## config.mk

```make
export PLATFORM = sky130hd
export DESIGN_NAME = pps_timekeeper
export DESIGN_NICKNAME = d
export VERILOG_FILES = /design/src/rtl/tk_pkg.sv /design/src/rtl/tk_pps_sync.sv /design/src/rtl/tk_regs.sv /design/src/rtl/tk_clock.sv /design/src/rtl/pps_timekeeper.sv
export SDC_FILE = /design/constraint.sdc
export NUM_CORES = 1
export LEC_CHECK = 0
export ABC_AREA = 1
export BUFFER_PORTS_ARGS = -buffer_cell sky130_fd_sc_hd__buf_2
export CORE_ASPECT_RATIO = 1.75
export CORE_MARGIN = 4
export CORE_UTILIZATION = 47
export DETAILED_ROUTE_END_ITERATION = 6
export PLACE_DENSITY = 0.75
export SETUP_SLACK_MARGIN = 0.05
export SYNTH_ARGS = -nofsm -noshare
export SYNTH_HDL_FRONTEND = slang
export SYNTH_SLANG_ARGS = --single-unit
```

## constraint.sdc

```tcl
create_clock -name clk -period 2.51 [get_ports clk]
set_clock_uncertainty 0.15 [all_clocks]
set_input_delay 0.251 -clock clk [delete_from_list [all_inputs] [get_ports clk]]
set_output_delay 0.251 -clock clk [all_outputs]
set_load 0.03 [all_outputs]
```

## src/rtl/tk_pkg.sv

```systemverilog
package tk_pkg;

    parameter int TK_W     = 32;
    parameter int TK_NREG  = 4;
    parameter int TK_AW    = $clog2(TK_NREG);
    parameter int TK_NSRC  = 2;

    typedef enum logic [TK_AW-1:0] {
        TK_A_SECS  = 2'd0,
        TK_A_TICKS = 2'd1,
        TK_A_FLAGS = 2'd2,
        TK_A_LATCH = 2'd3
    } tk_addr_e;

    typedef struct packed {
        logic [TK_W-1:0] secs;
        logic [TK_W-1:0] ticks;
    } tk_time_t;

    // bit 1: source (0 ext, 1 link); bit 0: edge (0 fall, 1 rise)
    typedef struct packed {
        logic src_link;
        logic rise_edge;
    } tk_flags_t;

    function automatic tk_time_t tk_next(tk_time_t t, logic [TK_W-1:0] last);
        tk_time_t n;
        if (t.ticks == last) begin
            n.ticks = '0;
            n.secs  = t.secs + TK_W'(1);
        end else begin
            n.ticks = t.ticks + TK_W'(1);
            n.secs  = t.secs;
        end
        return n;
    endfunction

endpackage

```

## src/rtl/tk_pps_sync.sv

```systemverilog
module tk_pps_sync #(
    parameter int N_SRC       = 2,
    parameter int SYNC_STAGES = 2
) (
    input  logic             clk,
    input  logic             rst,
    input  logic [N_SRC-1:0] pin,
    output logic [N_SRC-1:0] rise,
    output logic [N_SRC-1:0] fall
);
    localparam int TOP = SYNC_STAGES;

    for (genvar g = 0; g < N_SRC; g++) begin : g_src
        logic [TOP:0] sh;
        always_ff @(posedge clk) begin
            if (rst) sh <= '0;
            else     sh <= {sh[TOP-1:0], pin[g]};
        end
        assign rise[g] =  sh[TOP-1] & ~sh[TOP];
        assign fall[g] = ~sh[TOP-1] &  sh[TOP];
    end
endmodule

```

## src/rtl/tk_regs.sv

```systemverilog
module tk_regs
    import tk_pkg::*;
(
    input  logic              clk,
    input  logic              rst,
    input  logic              wr_en,
    input  logic [TK_AW-1:0]  wr_addr,
    input  logic [TK_W-1:0]   wr_data,
    output tk_time_t          pend,
    output tk_flags_t         flags,
    output logic              latch_wr,
    output logic              latch_imm
);
    tk_addr_e addr;
    assign addr      = tk_addr_e'(wr_addr);
    assign latch_wr  = wr_en && (addr == TK_A_LATCH);
    assign latch_imm = wr_data[0];

    always_ff @(posedge clk) begin
        if (rst) begin
            pend  <= '0;
            flags <= '0;
        end else if (wr_en) begin
            case (addr)
                TK_A_SECS:  pend.secs  <= wr_data;
                TK_A_TICKS: pend.ticks <= wr_data;
                TK_A_FLAGS: flags      <= tk_flags_t'(wr_data[1:0]);
                default:    ;
            endcase
        end
    end
endmodule

```

## src/rtl/tk_clock.sv

```systemverilog
module tk_clock
    import tk_pkg::*;
#(
    parameter logic [TK_W-1:0] TICK_LAST = '1
) (
    input  logic     clk,
    input  logic     rst,
    input  tk_time_t pend,
    input  logic     latch_wr,
    input  logic     latch_imm,
    input  logic     pps_evt,
    output tk_time_t now,
    output logic     armed
);
    always_ff @(posedge clk) begin
        if (rst) begin
            now   <= '0;
            armed <= 1'b0;
        end else begin
            if (latch_wr)     armed <= ~latch_imm;
            else if (pps_evt) armed <= 1'b0;

            if (latch_wr && latch_imm)
                now <= pend;
            else if (armed && pps_evt && !latch_wr)
                now <= pend;
            else
                now <= tk_next(now, TICK_LAST);
        end
    end
endmodule

```

## src/rtl/pps_timekeeper.sv

```systemverilog
module pps_timekeeper
    import tk_pkg::*;
#(
    parameter int unsigned TICKS_PER_SEC = 100_000_000
) (
    input  logic             clk,
    input  logic             rst,
    input  logic             wr_en,
    input  logic [TK_AW-1:0] wr_addr,
    input  logic [TK_W-1:0]  wr_data,
    input  logic             pps_ext,
    input  logic             pps_link,
    output logic [TK_W-1:0]  secs,
    output logic [TK_W-1:0]  ticks,
    output logic             pps_strobe
);
    localparam logic [TK_W-1:0] TICK_LAST = TK_W'(TICKS_PER_SEC - 1);

    tk_time_t           pend_q;
    tk_flags_t          flags_q;
    tk_time_t           now_q;
    logic               latch_wr, latch_imm, armed_q;
    logic [TK_NSRC-1:0] rise, fall;
    logic               pps_evt;

    tk_regs u_regs (
        .clk(clk), .rst(rst), .wr_en(wr_en), .wr_addr(wr_addr), .wr_data(wr_data),
        .pend(pend_q), .flags(flags_q), .latch_wr(latch_wr), .latch_imm(latch_imm)
    );

    tk_pps_sync #(.N_SRC(TK_NSRC), .SYNC_STAGES(2)) u_sync (
        .clk(clk), .rst(rst), .pin({pps_link, pps_ext}), .rise(rise), .fall(fall)
    );

    assign pps_evt = flags_q.rise_edge ? rise[flags_q.src_link] : fall[flags_q.src_link];

    tk_clock #(.TICK_LAST(TICK_LAST)) u_clock (
        .clk(clk), .rst(rst), .pend(pend_q), .latch_wr(latch_wr), .latch_imm(latch_imm),
        .pps_evt(pps_evt), .now(now_q), .armed(armed_q)
    );

    assign secs       = now_q.secs;
    assign ticks      = now_q.ticks;
    assign pps_strobe = pps_evt;
endmodule

```

After elaboration in Yosys (flattened, before gate mapping)
Cells that the tools add are included.
{"block": "totals", "in_bits": 39, "regBits": 137, "mem_bits_ro": 0, "n_memories": 0, "output_inout_bits": 65, "ram_bits": 0, "elab_cells": 46, "latch_bits": 0}
{"block": "classes", "shift": 0, "n_reduce_logical": 11, "n_bitwise": 9, "n_mul": 0, "eq_ne": 4, "magnitude_cmp": 1, "n_div": 0, "muxes": 10, "addsub": 2}
{"operator": "$mux W64", "count": 3}
{"operator": "$add A32 B1 Y32 const B", "count": 2}
{"operator": "$eq A32 B27 Y1 const B", "count": 1}
{"operator": "$mux W1", "count": 7}
{"operator": "$reduce_and A2 Y1", "count": 3}
{"operator": "$not A1 Y1", "count": 5}
{"operator": "$and A1 B1 Y1", "count": 4}
{"operator": "$eq A2 B2 Y1 const B", "count": 2}
{"operator": "$logic_and A1 B1 Y1", "count": 4}
{"operator": "$reduce_bool A3 Y1", "count": 1}
{"operator": "$eq A2 B1 Y1 const B", "count": 1}
{"operator": "$logic_not A2 Y1", "count": 1}
{"operator": "$lt A1 B2 Y1 const B", "count": 1}
{"operator": "$reduce_bool A2 Y1", "count": 1}
{"operator": "$logic_not A1 Y1", "count": 1}

Depth between registers and ports, before layout
{"block": "depth", "ltp_word": 9, "ltp_mapped": 13, "ltp_nobuf": 13}

By module
A second synthesis with hierarchy kept.
{"block": "unflattened", "hier_cells": 1269, "hier_area_um2": 7732.4}
{"module": "tk_clock", "seq_area_each_um2": 1301.2, "instances": 1, "cells_each": 801, "area_each_um2": 4649.5}
{"module": "tk_regs", "seq_area_each_um2": 1321.3, "instances": 1, "cells_each": 431, "area_each_um2": 2844.0}
{"module": "tk_pps_sync", "seq_area_each_um2": 120.1, "instances": 1, "cells_each": 24, "area_each_um2": 187.7}
{"module": "pps_timekeeper", "seq_area_each_um2": 0.0, "instances": 1, "cells_each": 13, "area_each_um2": 51.3}

Worst setup path after synthesis
Ideal clock, no wire load.
{"block": "synth_path", "path_type": "reg-to-reg", "start": "reg u_clock.now[0] (netlist name)", "end": "reg u_clock.now[25] (netlist name)", "setup_ns": 0.132, "arrival_ns": 1.738, "path_buffers": 2, "path_stages_with_launch": 13, "setup_slack_ns": 0.489, "t_required_ns": 2.228, "period_less_slack_ns": 2.021, "cell_sequence": "dfxtp_1 ha_1 nand2_1 nor2_2 nand2_2 inv_1 nand2_1 nor2_1 nor2_2 buf_6 buf_6 nand2_1 a21oi_1"}
{"block": "synth_via", "elab_chain_len": 4, "elab_cells_between_ends": 5, "cone_classes": "add/sub: 1; eq/ne: 1; mux: 3"}
{"element": "start: declaration", "line_no": "tk_clock.sv:12", "rtl": "output tk_time_t now,"}
{"element": "start signal: assignment", "line_no": "tk_clock.sv:24", "rtl": "now <= pend;"}
{"element": "start signal: assignment", "line_no": "tk_clock.sv:26", "rtl": "now <= pend;"}
{"element": "start signal: assignment", "line_no": "tk_clock.sv:28", "rtl": "now <= tk_next(now, TICK_LAST);"}
{"element": "$add A32 B1 Y32 / $eq A32 B27 Y1 (equally long branches)", "line_no": "tk_pkg.sv:32, tk_pkg.sv:28"}
{"element": "$mux W64 *", "line_no": "tk_pkg.sv:28", "rtl": "if (t.ticks == last) begin"}
{"element": "$mux W64 *", "line_no": "tk_clock.sv:25", "rtl": "else if (armed && pps_evt && !latch_wr)"}
{"element": "$mux W64 *", "line_no": "tk_clock.sv:23", "rtl": "if (latch_wr && latch_imm)"}
Mark *: on every way between the ends. The rest lies on a longest branch, timed or not. The select of a mux whose other input is x is not followed.
A chain may end at the register's enable or synchronous reset.

Worst setup path after layout
{"block": "layout_path", "start": "reg u_clock.now[32] (netlist name)", "end": "reg u_clock.now[54] (netlist name)"}
{"block": "layout_via", "elab_chain_len": 4}
{"element": "$add A32 B1 Y32", "line_no": "tk_pkg.sv:30", "rtl": "n.secs = t.secs + TK_W'(1);"}
{"element": "$mux W64", "line_no": "tk_pkg.sv:28"}
{"element": "$mux W64", "line_no": "tk_clock.sv:25"}
{"element": "$mux W64", "line_no": "tk_clock.sv:23"}
Every way passes these cells. The select of a mux whose other input is x is not followed.

==> impl_metrics.env <==
export IMPL_status="finished, final reports clean"
export IMPL_cts_buffers=17
export IMPL_clk_pin_slew_worst_paths_ps=60
export IMPL_grt_max_degree=96
export IMPL_async_flop_share_pct=0
export IMPL_crit_fanout=4
export IMPL_path_cells="ha_1 > nand2_1 > nor2_1 > nand2_1 > nor2_1 > nand2_1 > nand2_1 > nand2_1 > nand2_1 > nand3_1 > nand2_1 > inv_1"
export IMPL_required_ps=2670
export IMPL_syn_inst=1157
export IMPL_synth_nets=1198
export IMPL_cts_sinks=137
export IMPL_rrSetupSlack_ps=380
export IMPL_port_buffers=103
export IMPL_peakVddDrop_mv=0.410
export IMPL_relSlewSlack_pct=36.1
export IMPL_crit_type="flop to flop"
export IMPL_powerDensity_mw_per_mm2=610
export IMPL_yosysWarnings=0
export IMPL_min_path_type="input port to flop"
export IMPL_cap_violations=0
export IMPL_cp_start_kind="flop"
export IMPL_yosysMostFrequentCell="nand2_1"
export IMPL_yosysSeqAreaShare_pct=37.9
export IMPL_num_vias=7716
export IMPL_yosysUniqueCellTypes=30
export IMPL_slowest_stage="nor2_1"
export IMPL_p_leak_nw=4.08
export IMPL_r2r_end="u_clock.now[54]"
export IMPL_fin_nets=1321
export IMPL_rsz0062_at_grt="false"
export IMPL_setup_tns_final_ps=0
export IMPL_wl_um=22700
export IMPL_dieArea_mm2=0.0175
export IMPL_via_per_inst=5.23
export IMPL_finalHoldViolCount=0
export IMPL_initial_utilization_pct=48.3
export IMPL_synth_seq_cells=137
export IMPL_max_stage_delay_ps=450
export IMPL_fmax_ghz=0.469
export IMPL_grt_pass1_wl_um=36300
export IMPL_core_mm2=0.0150
export IMPL_min_period_ps=2130
export IMPL_endpoint_kind="flop"
export IMPL_postSynthAreaPerCell_um2=6.25
export IMPL_ys_flop_type="dfxtp_1"
export IMPL_fin_crit_sh_pct=85.0
export IMPL_final_antenna_net_count=0
export IMPL_post_cts_repair_setup_buffers=0
export IMPL_die_w_um=102
export IMPL_first_iter_violations=439
export IMPL_clk_path_buf_depth=2
export IMPL_cts_tree="done"
export IMPL_synthTopCellsByCount="311 x nand2_1, 245 x nor2_1, 137 x dfxtp_1, 112 x inv_1, 99 x nand3_1"
export IMPL_placementRows=59
export IMPL_yosysTopAreaCellShare_pct=37.9
export IMPL_synthesis_area_mm2=0.00723
export IMPL_path_buf_inv=1
export IMPL_ys_top_cells_by_area="dfxtp_1 38%, nand2_1 16%, nor2_1 13%"
export IMPL_finalSetupViolCount=0
export IMPL_die_y_um=172
export IMPL_grtUsageTotal_pct=26.5
export IMPL_grt_pass1_vias=7466
export IMPL_num_antenna_cells=0
export IMPL_worstRegToRegCells=12
export IMPL_grt_antenna_before_repair=0
export IMPL_routedWlPerCell_um=15.4
export IMPL_synth_top_area_cell="dfxtp_1"
export IMPL_worst_path_most_repeated_cell="nand2_1"
export IMPL_synth_edff_count=0
export IMPL_fin_cells=1476
export IMPL_hold_end="u_regs.flags[0]"
export IMPL_drcViolationCount=0
export IMPL_dpl_cell_count=1412
export IMPL_drv_slew=0
export IMPL_gp_congestion=0.933
export IMPL_cts_htree_levels=4
export IMPL_hold_depth=3
export IMPL_hpwl_um=16500
export IMPL_areaGrowthSynthToFinish_pct=22.0
export IMPL_firstDrtPassIters=6
export IMPL_critPathTopFamily="simple AND/OR/NAND/NOR gates"
export IMPL_clock_latency_ps=420
export IMPL_ios=104
export IMPL_root_buffer="clkbuf_16"
export IMPL_drive_gt1_share_pct=14.2
export IMPL_tightestPinTransition_ps=957
export IMPL_arrival_ps=2300
export IMPL_rr_startpoint="u_clock.now[32]"
export IMPL_hold_start="wr_data[0]"
export IMPL_grt_overflow=0
## placed cells by master, fill, tap and decap left out, drive strengths merged
cell,synthesis,routed
a21oi,47,47
buf,18,118
dfxtp,137,137
inv,117,127
dlygate4sd3,0,32
nor3,8,8
nor2,257,257
xor2,14,14
nand3b,3,3
ha,2,2
or2,4,4
clkbuf,28,17
clkinvlp,0,1
nand2,316,316
clkinv,0,1
and3,1,1
a211oi,1,1
bufinv,0,3
xnor2,5,5
nand3,102,102
nand4,18,18
o21ai,79,79
## kinds of logic (layout without fill, tap and decap cells)
| group | count (synthesis) | after routing | share of synthesized area [%] |
|---|---|---|---|
| xor+xnor | 19 | 19 | 2.30 |
| flops | 137 | 137 | 37.9 |
| compound gates | 127 | 127 | 8.82 |
| fa+ha+maj | 2 | 2 | 0.346 |
| buf+inv | 163 | 299 | 9.43 |
| simple gates | 709 | 709 | 41.2 |
## tightest hold or removal path, delay by kind of cell
family / cells / cell delay, ps
AO/OA/AOI/OAI: 2 / 180
buffers and inverters: 1 / 100
## per-layer routing
layer  GRT usage, %  up-vias  share of wire [%]
met2           47.4      253                 52
met1           29.8     3518                 38
met5              0        -                  0
li1               -     3872                  -
met3           3.35       73                4.1
met4           14.7        0                5.3
## power by group
group,total (W),internal (W),switching [W]
Combinational,0.000370,0.000137,0.000233
Clock,0.00270,0.00161,0.00109
Sequential,0.00231,0.00225,0.0000576
## timing repair
item	CTS	global route
endpoints found under the hold margin	61	0
hold buffers	32	0
gates resized for setup	0	1
setup endpoints to repair	0	7
## sequential cells by signal, summed over array words and instances (netlist names)
| name | flops |
|---|---|
| u_clock.now | 64 |
| u_regs.pend | 64 |
| u_clock.armed | 1 |
| u_regs.flags | 2 |
| u_sync.g_src.sh | 6 |
## worst max-delay path by stage
| stage | from | endpoint | slack, ps | depth (start not counted) |
|---|---|---|---|---|
| 3_5_place_dp | u_clock.now[0] | u_clock.now[24] | 230 | 11 |
| 5_1_grt | u_clock.now[0] | u_clock.now[19] | 190 | 11 |
| 2_1_floorplan | u_clock.now[0] | u_clock.now[25] | 490 | 12 |
| 4_1_cts | u_clock.now[0] | u_clock.now[1] | 220 | 11 |
| 3_3_place_gp | u_clock.now[0] | u_clock.now[23] | 310 | 11 |
| 6_report | u_clock.now[32] | u_clock.now[54] | 380 | 12 |
## through the flow
| step | power, W | instance area (µm²) | util (%) | hold WS (ps) | setup slack [ps] |
|---|---|---|---|---|---|
| 6_report | 0.00538 | 8820 | 58.9 | 2.38 | 376 |
| 5_1_grt | 0.00554 | 8820 | 58.9 | 20.3 | 192 |
| 4_1_cts | 0.00540 | 8820 | 58.8 | 12.0 | 218 |
| 3_5_place_dp | 0.00268 | 7870 | 52.5 | 250 | 229 |
| 3_3_place_gp | 0.00268 | 7870 | 52.5 | 250 | 309 |
| 2_1_floorplan | 0.00256 | 7230 | - | 208 | 489 |
## area by class of cell
type	instances	area (µm²)
timing repair buffer	150	961
clock inverter	15	204
sequential	137	2740
multi-input combinational	857	3820
fill	1453	6160
inverter	117	439
clock buffer	17	425
tap	183	229
No activity file was read; power rests on OpenSTA's default activity.
